[config.mk]
export PLATFORM = sky130hd
export DESIGN_NAME = burst_addr_gen
export DESIGN_NICKNAME = d
export VERILOG_FILES = /design/src/rtl/bag_pkg.sv /design/src/rtl/bag_strobe_dec.sv /design/src/rtl/bag_beat_reg.sv /design/src/rtl/bag_order_map.sv /design/src/rtl/burst_addr_gen.sv
export SDC_FILE = /design/constraint.sdc
export NUM_CORES = 1
export LEC_CHECK = 0
export BUFFER_PORTS_ARGS = -buffer_cell sky130_fd_sc_hd__buf_2
export CAP_MARGIN = 15
export CORE_AREA = 3 3 40 42
export DETAILED_ROUTE_END_ITERATION = 10
export DIE_AREA = 0 0 43 45
export PLACE_DENSITY = 0.49
export SETUP_SLACK_MARGIN = 0.3
export SKIP_CTS_REPAIR_TIMING = 1
export SYNTH_ARGS = -nofsm -noshare
export SYNTH_HDL_FRONTEND = slang
export SYNTH_SLANG_ARGS = --single-unit
[constraint.sdc]
create_clock -name clk -period 1.2 [get_ports clk]
set_input_delay 0.06 -clock clk [delete_from_list [all_inputs] [get_ports clk]]
set_output_delay 0.06 -clock clk [all_outputs]
set_load 0.005 [all_outputs]
[src/rtl/bag_pkg.sv]
package bag_pkg;
  // Action chosen for one clock edge
  typedef enum logic [1:0] {
    BA_HOLD = 2'd0,
    BA_STEP = 2'd1,
    BA_LOAD = 2'd2,
    BA_DROP = 2'd3
  } bag_act_e;
endpackage

[src/rtl/bag_strobe_dec.sv]
module bag_strobe_dec
  import bag_pkg::*;
(
  input  logic     ld_proc_n,
  input  logic     ld_ctrl_n,
  input  logic     adv_n,
  input  logic     cen_n,
  input  logic     cen_ok,
  output bag_act_e act_o
);
  logic sel;
  logic proc_live;
  logic ctrl_live;

  always_comb begin
    sel       = !cen_n && cen_ok;
    proc_live = !ld_proc_n && !cen_n;   // processor strobe masked by primary enable
    ctrl_live = !ld_ctrl_n;
    if (proc_live || ctrl_live) begin
      act_o = sel ? BA_LOAD : BA_DROP;
    end else if (!adv_n) begin
      act_o = BA_STEP;
    end else begin
      act_o = BA_HOLD;
    end
  end
endmodule

[src/rtl/bag_beat_reg.sv]
module bag_beat_reg
  import bag_pkg::*;
#(
  parameter int CNT_W = 2
) (
  input  logic             clk,
  input  logic             rst_n,
  input  bag_act_e         act_i,
  input  logic [CNT_W-1:0] start_i,
  output logic [CNT_W-1:0] base_o,
  output logic [CNT_W-1:0] cnt_o,
  output logic             busy_o
);
  localparam logic [CNT_W-1:0] ONE = {{(CNT_W-1){1'b0}}, 1'b1};

  logic [CNT_W-1:0] base_q, base_d;
  logic [CNT_W-1:0] cnt_q, cnt_d;
  logic             busy_q, busy_d;
  logic             base_en, cnt_en, busy_en;

  always_comb begin
    base_en = 1'b0;
    cnt_en  = 1'b0;
    busy_en = 1'b0;
    base_d  = start_i;
    cnt_d   = cnt_q + ONE;
    busy_d  = 1'b1;
    unique case (act_i)
      BA_LOAD: begin
        base_en = 1'b1;
        cnt_en  = 1'b1;
        cnt_d   = '0;
        busy_en = 1'b1;
      end
      BA_DROP: begin
        busy_en = 1'b1;
        busy_d  = 1'b0;
      end
      BA_STEP: cnt_en = busy_q;
      default: ;
    endcase
  end

  always_ff @(posedge clk or negedge rst_n) begin
    if (!rst_n) begin
      base_q <= '0;
      cnt_q  <= '0;
      busy_q <= 1'b0;
    end else begin
      if (base_en) base_q <= base_d;
      if (cnt_en)  cnt_q  <= cnt_d;
      if (busy_en) busy_q <= busy_d;
    end
  end

  assign base_o = base_q;
  assign cnt_o  = cnt_q;
  assign busy_o = busy_q;

  // an advance inside an open burst moves the beat count by one
  a_r6_step: assert property (@(posedge clk) disable iff (!rst_n)
    (act_i == BA_STEP && busy_q) |=> (cnt_q == $past(cnt_q) + ONE));
  // an advance without an open burst changes nothing
  a_r11_idle_adv: assert property (@(posedge clk) disable iff (!rst_n)
    (act_i == BA_STEP && !busy_q) |=> ($stable(cnt_q) && $stable(base_q) && !busy_q));
  // suspend keeps all state
  a_r7_hold: assert property (@(posedge clk) disable iff (!rst_n)
    (act_i == BA_HOLD) |=> ($stable(cnt_q) && $stable(base_q) && $stable(busy_q)));
  // a deselecting strobe closes the burst and keeps the position
  a_r5_drop: assert property (@(posedge clk) disable iff (!rst_n)
    (act_i == BA_DROP) |=> (!busy_q && $stable(cnt_q) && $stable(base_q)));
endmodule

[src/rtl/bag_order_map.sv]
module bag_order_map #(
  parameter int CNT_W = 2
) (
  input  logic             ilv_i,
  input  logic [CNT_W-1:0] base_i,
  input  logic [CNT_W-1:0] cnt_i,
  output logic [CNT_W-1:0] off_o
);
  logic [CNT_W-1:0] lin_off;
  logic [CNT_W-1:0] ilv_off;

  for (genvar b = 0; b < CNT_W; b++) begin : g_bit
    assign ilv_off[b] = base_i[b] ^ cnt_i[b];
  end

  assign lin_off = base_i + cnt_i;

  always_comb off_o = ilv_i ? ilv_off : lin_off;
endmodule

[src/rtl/burst_addr_gen.sv]
module burst_addr_gen
  import bag_pkg::*;
#(
  parameter int CNT_W = 2
) (
  input  logic             clk,
  input  logic             rst_n,
  input  logic [CNT_W-1:0] start_addr,
  input  logic             ld_proc_n,
  input  logic             ld_ctrl_n,
  input  logic             adv_n,
  input  logic             cen_n,
  input  logic             cen_ok,
  input  logic             mode_ilv,
  output logic [CNT_W-1:0] addr_lo,
  output logic             burst_act
);
  localparam logic [CNT_W-1:0] ONE = {{(CNT_W-1){1'b0}}, 1'b1};

  logic [1:0]       rst_sync_q;
  logic             rst_int_n;
  bag_act_e         act;
  logic [CNT_W-1:0] base;
  logic [CNT_W-1:0] cnt;

  // asynchronous assertion, synchronous release
  always_ff @(posedge clk or negedge rst_n) begin
    if (!rst_n) rst_sync_q <= 2'b00;
    else        rst_sync_q <= {rst_sync_q[0], 1'b1};
  end
  assign rst_int_n = rst_sync_q[1];

  bag_strobe_dec u_dec (
    .ld_proc_n (ld_proc_n),
    .ld_ctrl_n (ld_ctrl_n),
    .adv_n     (adv_n),
    .cen_n     (cen_n),
    .cen_ok    (cen_ok),
    .act_o     (act)
  );

  bag_beat_reg #(.CNT_W(CNT_W)) u_reg (
    .clk     (clk),
    .rst_n   (rst_int_n),
    .act_i   (act),
    .start_i (start_addr),
    .base_o  (base),
    .cnt_o   (cnt),
    .busy_o  (burst_act)
  );

  bag_order_map #(.CNT_W(CNT_W)) u_map (
    .ilv_i  (mode_ilv),
    .base_i (base),
    .cnt_i  (cnt),
    .off_o  (addr_lo)
  );

  // processor strobe while selected opens a burst at the start offset
  a_r2_proc_load: assert property (@(posedge clk) disable iff (!rst_int_n)
    (!ld_proc_n && !cen_n && cen_ok) |=> (burst_act && addr_lo == $past(start_addr)));
  // controller strobe while selected opens a burst
  a_r3_ctrl_load: assert property (@(posedge clk) disable iff (!rst_int_n)
    (!ld_ctrl_n && !cen_n && cen_ok) |=> (burst_act && addr_lo == $past(start_addr)));
  // processor strobe masked by the primary enable does not end the burst
  a_r4_proc_masked: assert property (@(posedge clk) disable iff (!rst_int_n)
    (cen_n && ld_ctrl_n && burst_act) |=> burst_act);
  // linear order steps the offset by one, wrapping
  a_r8_linear: assert property (@(posedge clk) disable iff (!rst_int_n)
    (burst_act && ld_ctrl_n && (ld_proc_n || cen_n) && !adv_n && !mode_ilv)
      |=> (mode_ilv || addr_lo == $past(addr_lo) + ONE));
endmodule

# Word level (Yosys, flattened, before mapping)
# Index checks and enable logic that the tools add are counted.
# W data, S select, Z words.
dict set report op_classes {
  n_mux 9
  reduce_logical 7
  bitwise_logic 2
  n_eq_ne 3
  addsub 2
}
# operator n
set op_table {}
lappend op_table {{$mux W2} 3}
lappend op_table {{$mux W1} 5}
lappend op_table {{$eq A2 B2 Y1 const B} 2}
lappend op_table {{$logic_not A1 Y1} 3}
lappend op_table {{$add A2 B1 Y2 const B} 1}
lappend op_table {{$add A2 B2 Y2} 1}
lappend op_table {{$eq A2 B1 Y1 const B} 1}
lappend op_table {{$logic_and A1 B1 Y1} 2}
lappend op_table {{$pmux W1 S2} 1}
lappend op_table {{$reduce_or A2 Y1} 1}
lappend op_table {{$xor A1 B1 Y1} 2}
lappend op_table {{$logic_or A1 B1 Y1} 1}
dict set report word_totals {
  elab_cells 27
  out_inout_bits 3
  regBits 7
  inputBits 10
}

# Longest topological paths before layout
dict set report logic_depth {
  depth_word 7
  depth_mapped 3
  depth_no_buf 3
}

# By module
# A second synthesis with hierarchy kept.
dict set report unflattened {
  hier_cells 36
  hier_area_um2 381.6
}
# mod instances area_per_inst_um2 seq_area_each_um2 cells_per_inst
set modules_own_cells {}
lappend modules_own_cells {bag_beat_reg 1 254.0 125.1 24}
lappend modules_own_cells {burst_addr_gen 1 53.8 50.0 3}
lappend modules_own_cells {bag_strobe_dec 1 37.5 0.0 5}
lappend modules_own_cells {bag_order_map 1 36.3 0.0 4}

# Worst setup path before layout
# Ideal clock, no wire load.
dict set report synth_timing {
  path_kind {register -> register}
  from {reg u_reg.busy_q (netlist: u_reg.busy_o)}
  to {reg u_reg.cnt_q[1] (netlist: u_reg.cnt_o[1])}
  setup_slack_ns 0.233
  synth_period_minus_slack_ns 0.967
  required_time_ns 1.121
  n_path_buf 0
  arrival_ns 0.888
  path_stages_with_launch 4
  setup_time_ns 0.079
  cell_sequence {dfrtp_1 > o211ai_2 > nor3b_1 > mux2i_1}
}
dict set report synth_between {
  elab_chain_len 1
}
# element line_no
set synth_rtl {}
lappend synth_rtl {{start, declared} bag_beat_reg.sv:18} ;# logic busy_q, busy_d;
lappend synth_rtl {{start signal, assigned} bag_beat_reg.sv:52} ;# if (busy_en) busy_q <= busy_d;
lappend synth_rtl {{$pmux W1 S2} bag_beat_reg.sv:28} ;# unique case (act_i)
lappend synth_rtl {{end signal, assigned} bag_beat_reg.sv:51} ;# if (cnt_en) cnt_q <= cnt_d;
lappend synth_rtl {{end, declared} bag_beat_reg.sv:17} ;# logic [CNT_W-1:0] cnt_q, cnt_d;
# Every way passes these cells.
# A chain may end at the register's enable or synchronous reset.

# Worst setup path after layout
dict set report layout_timing {
  from {reg u_reg.cnt_q[0] (netlist: u_reg.cnt_o[0])}
  to {out addr_lo[1]}
}
dict set report layout_between {
  elab_chain_len 2
}
# element line_no
set layout_rtl {}
lappend layout_rtl {{$add A2 B2 Y2} bag_order_map.sv:16} ;# assign lin_off = base_i + cnt_i;
lappend layout_rtl {{$mux W2} bag_order_map.sv:18} ;# always_comb off_o = ilv_i ? ilv_off : lin_off;
lappend layout_rtl {{end, declared} burst_addr_gen.sv:15} ;# output logic [CNT_W-1:0] addr_lo,
# Every way passes these cells.

==> flow_summary_export.csv <==
group,metric,value,unit
synthesis,synth_cell_types,15,
synthesis,yosysSeqAreaShare,0.560,
floorplan,die_h,45,um
global_route,grt_pass1_vias,227,
synthesis,syn_area,313,um2
sta,final_max_slew_viol_count,0,
worst_setup_path,arrival,1.17,ns
flow_run,cap_violations,0,
detailed_routing,wl_per_cell,9.95,um
global_route,grt-ovfl-total,0,
finish,drive_gt1_frac,0.558,
detailed_routing,totalWireLength,577,um
cts,clk_path_buf_depth,2,
cts,htree_levels,1,
worst_setup_path,path_cells,"ha_2, nor2b_4, xnor2_1, buf_2",
synthesis,avgSynthCellArea,12.5,um2
global_route,grt_start_max_net_pins,6,
synthesis,synthCells,25,
worst_setup_path,critical_path_class,"flop to primary output",
cts,root_buffer,"clkbuf_4",
cts,cts_made_buffers,3,
detailed_routing,drt_iter0_markers,0,
worst_setup_path,worst_path_largest_cell_delay,0.39,ns
floorplan,initial_core_util,0.243,
synthesis,ys_warn_count,0,
sta,fmax,811,MHz
pwr,power.density,1330,nW/um2
finish,fin_nets,55,
run_status,violations,"setup timing",
sta,setup_viol,1,
sta,final_hold_viol_count,0,
cts,cts_tree,"done",
detailed_routing,viasPerCell,4.12,
worst_setup_path,required,1.14,ns
synthesis,syn_nets,36,
global_route,grt_pass1_wl,869,um
sta,setup_tns,-0.0336,ns
finish,n_antenna_cell,0,
floorplan,die_w,43,um
place,io_buffers,12,
pwr,leakagePower,0.000203,uW
worst_hold_path,hp-class,"primary input to flop",
global_route,grt_antenna_before_repair,0,
place,place_congestion,0.608,
sta,rsz0062_at_grt,"true",
sta,finalHoldWorstSlack,0.0438,ns
global_route,grt_use_total,0.0666,
run_status,status,"complete, but fails checks",
floorplan,io_pins,13,
worst_setup_path,cp_slowest_cell,"dfrtp_1",
sta,fin_crit_sh,1.03,
sta,fin_crit,1.23,ns
worst_setup_path,end_kind,"primary output",
detailed_routing,ant_nets,0,
cts,clock-sinks,7,
floorplan,coreArea,1280,um2
worst_setup_path,crit_path_max_fanout,3,
cts,clkTransAtPathRegs,0.06,ns
sta,skew,0.00591,ns
worst_setup_path,startpoint_type,"flop",
detailed_routing,num_vias,239,
finish,final_area,454,um2
sta,finalWorstSetupSlack,-0.0336,ns
floorplan,rows,13,
floorplan,die_area,1940,um2
place,dpl_cell_area,397,um2
pwr,worst_ir_drop_vdd,0.000565,V
cts,clk_latency,0.25,ns
detailed_routing,drtPass1Iterations,1,
detailed_routing,drc,0,
finish,syn_to_final_growth,45.2,%
synthesis,ys_ff_latch,7,
-- cells in the mapped netlist (all sizes together) --
cell / number / area (um2)
o21ai: 3 / 15.0
nand2b: 1 / 6.26
mux2i: 1 / 10.0
conb: 1 / 3.75
o211ai: 1 / 12.5
or3: 1 / 6.26
and2: 1 / 6.26
ha: 1 / 12.5
mux2: 2 / 22.5
nor3b: 1 / 7.51
nor2: 1 / 6.26
xnor2: 2 / 17.5
dfrtp: 7 / 175
a21oi: 1 / 5.00
nor2b: 1 / 6.26
-- placed cells by master (no fill, tap or decap), drive strengths merged --
cell type,Yosys,routed
xnor2,2,2
ha,1,1
a21oi,1,1
nand2b,1,1
o21ai,3,3
conb,1,1
buf,0,13
mux2,2,2
and2,1,1
or3,1,1
mux2i,1,1
nor3b,1,1
clkbuf,0,4
dfrtp,7,7
nor2b,1,1
nor2,1,1
o211ai,1,1
dlygate4sd3,0,1
-- per-layer routing --
| metal | GRT usage | part of all wire |
|---|---|---|
| met5 | 0 | 0 |
| met4 | 0.0542 | 0 |
| met3 | 0.0518 | 0.064 |
| met2 | 0.102 | 0.54 |
| met1 | 0.0574 | 0.39 |
-- report_power, final --
part	switching, uW	internal, uW	total [uW]
combinational	43.3	69.3	113
clock	87.1	127	214
sequential	17.3	261	278
total	148	457	605
-- logic make-up (layout without fill, tap and decap cells) --
logic type / count (synthesis) / count (layout) / synth area share
multiplexers: 3 / 3 / 0.104
buffers and inverters: 0 / 18 / 0
flip-flops: 7 / 7 / 0.560
adder cells (fa/ha/maj): 1 / 1 / 0.0400
XOR/XNOR: 2 / 2 / 0.0560
other: 1 / 1 / 0.0120
AND/OR/NAND/NOR: 6 / 6 / 0.124
AO/OA/AOI/OAI: 5 / 5 / 0.104
-- state kept, by name, summed over array words and instances (netlist names) --
signal and cells:
rst_sync_q 2, u_reg.base_o 2, u_reg.busy_o 1, u_reg.cnt_o 2
-- critical path: cells and delay by family (launching register included) --
family / cells / cell delay (ns)
XOR/XNOR: 1 / 0.12
adder cells (fa/ha/maj): 1 / 0.17
flip-flops: 1 / 0.39
buffers and inverters: 1 / 0.12
AND/OR/NAND/NOR: 1 / 0.12
-- path summary, 6_finish.rpt --
check                      cells after the start               to  slack (ns)      startpoint
min                                            2  u_reg.base_o[0]        0.04   start_addr[0]
max                                            4       addr_lo[1]       -0.03  u_reg.cnt_o[0]
max in group asynchronous                      0  u_reg.base_o[0]        0.95   rst_sync_q[1]
min in group asynchronous                      0   u_reg.cnt_o[1]        0.07   rst_sync_q[1]
max reg2reg                                    3   u_reg.cnt_o[0]        0.20    u_reg.busy_o
min reg2reg                                    0   u_reg.cnt_o[1]        0.07   rst_sync_q[1]
-- metrics by stage --
step           setup slack, ns  instances  power [uW]  utilization
5_1_grt                 -0.120         58         649        0.353
2_1_floorplan            0.252         25         335            -
3_3_place_gp             0.201         52         379        0.309
6_report               -0.0336         58         605        0.353
3_5_place_dp             0.200         52         382        0.309
4_1_cts                -0.0771         56         603        0.329
-- final cells by class --
type                       instances  area [um2]
fill                             136         831
sequential                         7         175
multi-input combinational         18         156
timing repair buffer              14        77.6
clock buffer                       4        26.3
tap                               15        18.8
No activity file was read; power rests on OpenSTA's default activity.
